`config.mk`:
```
export PLATFORM = sky130hd
export DESIGN_NAME = ser_tx_dual
export DESIGN_NICKNAME = d
export VERILOG_FILES = /design/src/rtl/sertx_pkg.sv /design/src/rtl/sertx_phase_ctr.sv /design/src/rtl/sertx_word_asm.sv /design/src/rtl/sertx_shifter.sv /design/src/rtl/ser_tx_dual.sv
export SDC_FILE = /design/constraint.sdc
export NUM_CORES = 1
export LEC_CHECK = 0
export CAP_MARGIN = 20
export CORE_MARGIN = 1
export CORE_UTILIZATION = 50
export DETAILED_ROUTE_END_ITERATION = 10
export GPL_ROUTABILITY_DRIVEN = 0
export HOLD_SLACK_MARGIN = 0.06
export PLACE_DENSITY_LB_ADDON = 0.15
export SLEW_MARGIN = 20
export SYNTH_ARGS = -nofsm -noshare
export SYNTH_HDL_FRONTEND = slang
export SYNTH_SLANG_ARGS = --single-unit
```
`constraint.sdc`:
```
create_clock -name clk -period 3.54 [get_ports clk]
set_clock_uncertainty 0.1 [all_clocks]
set_input_delay 1.062 -clock clk [delete_from_list [all_inputs] [get_ports clk]]
set_output_delay 1.062 -clock clk [all_outputs]
set_load 0.02 [all_outputs]
```
`src/rtl/sertx_pkg.sv`:
```
package sertx_pkg;
   typedef enum logic {
      LANE_FULL = 1'b0,
      LANE_HALF = 1'b1
   } lane_mode_e;
endpackage

```
`src/rtl/sertx_phase_ctr.sv`:
```
module sertx_phase_ctr #(
   parameter int WORD_W = 10,
   localparam int CNT_W = $clog2(WORD_W),
   localparam int HALF_W = WORD_W / 2
) (
   input  logic             clk,
   input  logic             rst_n,
   output logic [CNT_W-1:0] cnt_o,
   output logic             first_o,
   output logic             mid_o,
   output logic             last_o,
   output logic             hi_o
);
   logic [CNT_W-1:0] cnt_q;

   always_ff @(posedge clk or negedge rst_n) begin
      if (!rst_n)      cnt_q <= '0;
      else if (last_o) cnt_q <= '0;
      else             cnt_q <= cnt_q + 1'b1;
   end

   assign cnt_o   = cnt_q;
   assign first_o = (cnt_q == '0);
   assign mid_o   = (cnt_q == CNT_W'(HALF_W));
   assign last_o  = (cnt_q == CNT_W'(WORD_W - 1));
   assign hi_o    = (cnt_q < CNT_W'(HALF_W));
endmodule

```
`src/rtl/sertx_word_asm.sv`:
```
module sertx_word_asm
   import sertx_pkg::*;
#(
   parameter int WORD_W = 10,
   parameter bit HALF_EN = 1'b1,
   localparam int HALF_W = WORD_W / 2
) (
   input  logic              clk,
   input  logic              rst_n,
   input  logic              first_i,
   input  logic              mid_i,
   input  logic              half_i,
   input  logic [WORD_W-1:0] data_i,
   output logic [WORD_W-1:0] hold_o
);
   lane_mode_e mode;
   assign mode = lane_mode_e'(half_i);

   generate
      if (HALF_EN) begin : g_dual
         always_ff @(posedge clk or negedge rst_n) begin
            if (!rst_n) begin
               hold_o <= '0;
            end else if (first_i) begin
               if (mode == LANE_HALF) hold_o[WORD_W-1:HALF_W] <= data_i[HALF_W-1:0];
               else                   hold_o <= data_i;
            end else if (mid_i && mode == LANE_HALF) begin
               hold_o[HALF_W-1:0] <= data_i[HALF_W-1:0];
            end
         end
      end else begin : g_full
         always_ff @(posedge clk or negedge rst_n) begin
            if (!rst_n)       hold_o <= '0;
            else if (first_i) hold_o <= data_i;
         end
      end
   endgenerate
endmodule

```
`src/rtl/sertx_shifter.sv`:
```
module sertx_shifter #(
   parameter int WORD_W = 10
) (
   input  logic              clk,
   input  logic              rst_n,
   input  logic              load_i,
   input  logic [WORD_W-1:0] word_i,
   output logic [WORD_W-1:0] sh_o,
   output logic              bit_o
);
   logic [WORD_W-1:0] sh_q;

   always_ff @(posedge clk or negedge rst_n) begin
      if (!rst_n)      sh_q <= '0;
      else if (load_i) sh_q <= word_i;
      else             sh_q <= {1'b0, sh_q[WORD_W-1:1]};
   end

   assign sh_o  = sh_q;
   assign bit_o = sh_q[0];
endmodule

```
`src/rtl/ser_tx_dual.sv`:
```
module ser_tx_dual #(
   parameter int WORD_W = 10,
   parameter bit HALF_EN = 1'b1,
   localparam int CNT_W = $clog2(WORD_W)
) (
   input  logic              clk,
   input  logic              rst_n,
   input  logic              mode_half,
   input  logic [WORD_W-1:0] tx_word,
   input  logic              loop_en,
   input  logic              chip_en,
   output logic              ser_out,
   output logic              ser_oe,
   output logic              loop_ser,
   output logic              ref_phase
);
   generate
      if (WORD_W < 2 || (WORD_W % 2) != 0) begin : g_bad_width
         $error("ser_tx_dual: WORD_W must be even and at least 2");
      end
   endgenerate

   logic [CNT_W-1:0]  cnt_q;
   logic              at_first, at_mid, at_last;
   logic [WORD_W-1:0] hold_q;
   logic [WORD_W-1:0] sh_q;
   logic              line_bit;

   sertx_phase_ctr #(.WORD_W(WORD_W)) u_ctr (
      .clk(clk), .rst_n(rst_n), .cnt_o(cnt_q), .first_o(at_first),
      .mid_o(at_mid), .last_o(at_last), .hi_o(ref_phase)
   );

   sertx_word_asm #(.WORD_W(WORD_W), .HALF_EN(HALF_EN)) u_asm (
      .clk(clk), .rst_n(rst_n), .first_i(at_first), .mid_i(at_mid),
      .half_i(mode_half), .data_i(tx_word), .hold_o(hold_q)
   );

   sertx_shifter #(.WORD_W(WORD_W)) u_shift (
      .clk(clk), .rst_n(rst_n), .load_i(at_last), .word_i(hold_q),
      .sh_o(sh_q), .bit_o(line_bit)
   );

   assign ser_out  = line_bit;
   assign loop_ser = loop_en & line_bit;
   assign ser_oe   = chip_en & ~loop_en;
endmodule

```
==> results of run 1 <==
## logic make-up (layout without fill, tap and decap cells)
family	after synthesis	after routing
simple gates	24	24
compound gates	13	13
buf+inv	6	26
mux	19	19
flops	24	24
xor+xnor	1	1
## where the power goes
| group | internal [mW] | switching (mW) | leakage, nW |
|---|---|---|---|
| clock network | 0.115 | 0.0829 | 0.0279 |
| registers | 0.287 | 0.00632 | 0.304 |
| logic | 0.0368 | 0.0224 | 0.251 |
## through the flow
stage	total power, mW	util	setup WS [ns]	area [um2]
2_1_floorplan	0.325	-	0.989	1090
4_1_cts	0.555	0.675	0.118	1350
5_1_grt	0.572	0.675	0.0572	1350
6_report	0.550	0.675	0.131	1350
3_3_place_gp	0.356	0.649	0.138	1300
3_5_place_dp	0.358	0.649	0.123	1300
## Yosys cell counts
master / n
dfrtp_1: 24
and2_2: 1
nand2b_4: 1
nor2_1: 10
a22o_1: 1
mux2_2: 13
or3_4: 1
and2_1: 1
clkbuf_2: 1
nand3_1: 1
buf_4: 1
a211oi_1: 1
xnor2_1: 1
o22ai_1: 1
a21oi_1: 5
nor3_4: 1
a31oi_1: 1
o21ai_0: 2
inv_1: 2
nand2b_1: 1
nor4_4: 1
or3_2: 1
a21bo_2: 1
buf_2: 2
a21boi_4: 1
mux2i_1: 6
nand2_1: 4
nor2b_1: 1
## final timing paths
path                            startpoint         endpoint  slack, ns  cells past startpoint
max                                loop_en         loop_ser       0.13                      3
min                        u_shift.sh_o[7]  u_shift.sh_o[6]       0.40                      1
max reg2reg                 u_ctr.cnt_o[0]  u_shift.sh_o[5]       1.72                      3
min reg2reg                u_shift.sh_o[7]  u_shift.sh_o[6]       0.40                      1
max in group asynchronous            rst_n  u_shift.sh_o[7]       2.13                      2
min in group asynchronous            rst_n  u_asm.hold_o[3]       0.99                      2
## metal layers
| metal | part of all wire | up-vias | global-route usage |
|---|---|---|---|
| met5 | 0 | - | 0 |
| met4 | 0.018 | 0 | 0.0882 |
| met3 | 0.041 | 4 | 0.0409 |
| met2 | 0.49 | 19 | 0.308 |
| met1 | 0.45 | 347 | 0.232 |
| li1 | - | 340 | - |
## cell type report
cell class,instances,area (um2)
Clock buffer,3,22.5
Clock inverter,1,30.0
Fill cell,149,651
Inverter,2,7.51
Multi-Input combinational cell,57,462
Sequential cell,24,601
Tap cell,27,33.8
Timing Repair Buffer,20,195
## flip-flops by register name, indices dropped and copies added, names as in the netlist
name,count
u_ctr.cnt_o,4
u_shift.sh_o,10
u_asm.hold_o,10
## worst max-delay path, delay by kind of cell
| family | cells | cell delay (ns) |
|---|---|---|
| buf+inv | 2 | 1.07 |
| simple gates | 1 | 0.12 |
==> results.cfg, run 1 <==
[cts]
clkSlewWorstSetupHoldPaths_ns = 0.13
htreeDepth = 1
clock_latency_ns = 0.32
root_buffer = clkbuf_4
numCtsBuffers = 3
cts_setup_buffers = 0
cts_tree = built
clockBufferDepth = 2
cts_resized = 0
cts_hold_buffers = 0
cts.sinks = 24

[global_route]
grt_max_degree = 25
antenna_found_initial = 0
overflow = 0
grt_pass1_wl_um = 3280
track_usage = 0.187
grt_pass1_vias = 728

[timing]
timing.fmax_mhz = 293
rsz0062_at_grt = no
fin_crit_ns = 3.41
finalHoldViolations = 0
drv_slew = 0
holdWs_ns = 0.396
final.period_utilization = 0.963
setup_viol = 0
relSlewSlack = 0.632
max_slew.worst_pin.slew_ns = 0.548
tns_ns = 0

[min_path]
min-delay-path-class = reg -> reg

[die]
rows = 16
io_pins = 19
die_w_um = 48.7
die_y_um = 48.7
core_mm2 = 0.00200
dieArea_mm2 = 0.00238
initial_core_util = 0.546

[worst_setup_path]
critical_path_class = in -> out
arrival_ns = 2.25
path_max_fanout = 2
path_common_cell = clkdlybuf4s50_1
cp_cell_sequence = clkdlybuf4s50_1 > and2_1 > clkdlybuf4s50_1
critPathLaunchType = input port
crit_slowest_cell = clkdlybuf4s50_1
setup.worst_path.end_class = output pin
cp.required_ns = 2.38
slowest_delay_ns = 0.59

[synthesis]
synth_area_leaders = dfrtp_1 55%, mux2_2 13%, mux2i_1 5.5%, nor2_1 3.4%, a21oi_1 2.3%
ys_ff_latch = 24
synth-adder-area-share = 0
muxShareOfSynthArea = 0.189
synthCells = 87
post-synth-top-area-cell = dfrtp_1
synth-xor-area-share = 0.00802
yosysTopAreaCellShare = 0.550
yosys.area_share.simple = 0.141
synthesis.nets = 102
yosys_warnings = 0
synth_compound_area_frac = 0.0848
synth_seq_area_share = 0.550
netlist_area_mm2 = 0.00109
ys_types = 28
synth_top_family_by_area = multiplexers
synth.avg_cell_area_um2 = 12.6

[power_and_ir_drop]
powerDensity_mw_per_mm2 = 407
leakagePower_nw = 0.583
ir_drop_uv = 354

[routing]
drtIter0Drc = 5
totalWireLength_um = 1870
drc = 0
vias = 710
detail_route.wl_per_cell_um = 13.9
dr.pass1.iters = 4
via_per_inst = 5.30
ant_nets = 0

[layout]
drive_above_1_share = 0.252
layout.nets = 123
diodes = 0
most-common-layout-cells = 24 x dfrtp_1, 18 x clkdlybuf4s50_1, 13 x mux2_2
area_delta_synth_final_pct = 23.7
layout.cells.non_filler = 134
layout_commonest_cell = dfrtp_1

[place]
port_buffers = 18
dp_hpwl_um = 1320
placed_cells = 130

[run]
max_cap_violations = 0

[run_status]
status = complete, no violations
Power figures use the tool's default switching activity.
==> run 2, diff against run 1 <==
--- a/config.mk
+++ b/config.mk
@@ -12,6 +12,7 @@
 export GPL_ROUTABILITY_DRIVEN = 0
 export HOLD_SLACK_MARGIN = 0.06
 export PLACE_DENSITY_LB_ADDON = 0.15
+export SKIP_LAST_GASP = 1
 export SLEW_MARGIN = 20
 export SYNTH_ARGS = -nofsm -noshare
 export SYNTH_HDL_FRONTEND = slang
==> results of run 2 <==
Same layout as run 1: the final DEF is identical, and so are final timing and power.
==> run 3, diff against run 2 <==
--- a/config.mk
+++ b/config.mk
@@ -12,6 +12,7 @@
 export GPL_ROUTABILITY_DRIVEN = 0
 export HOLD_SLACK_MARGIN = 0.06
 export PLACE_DENSITY_LB_ADDON = 0.15
+export SKIP_CTS_REPAIR_TIMING = 1
 export SKIP_LAST_GASP = 1
 export SLEW_MARGIN = 20
 export SYNTH_ARGS = -nofsm -noshare
==> results of run 3 <==
Same layout as run 1: the final DEF is identical, and so are final timing and power.
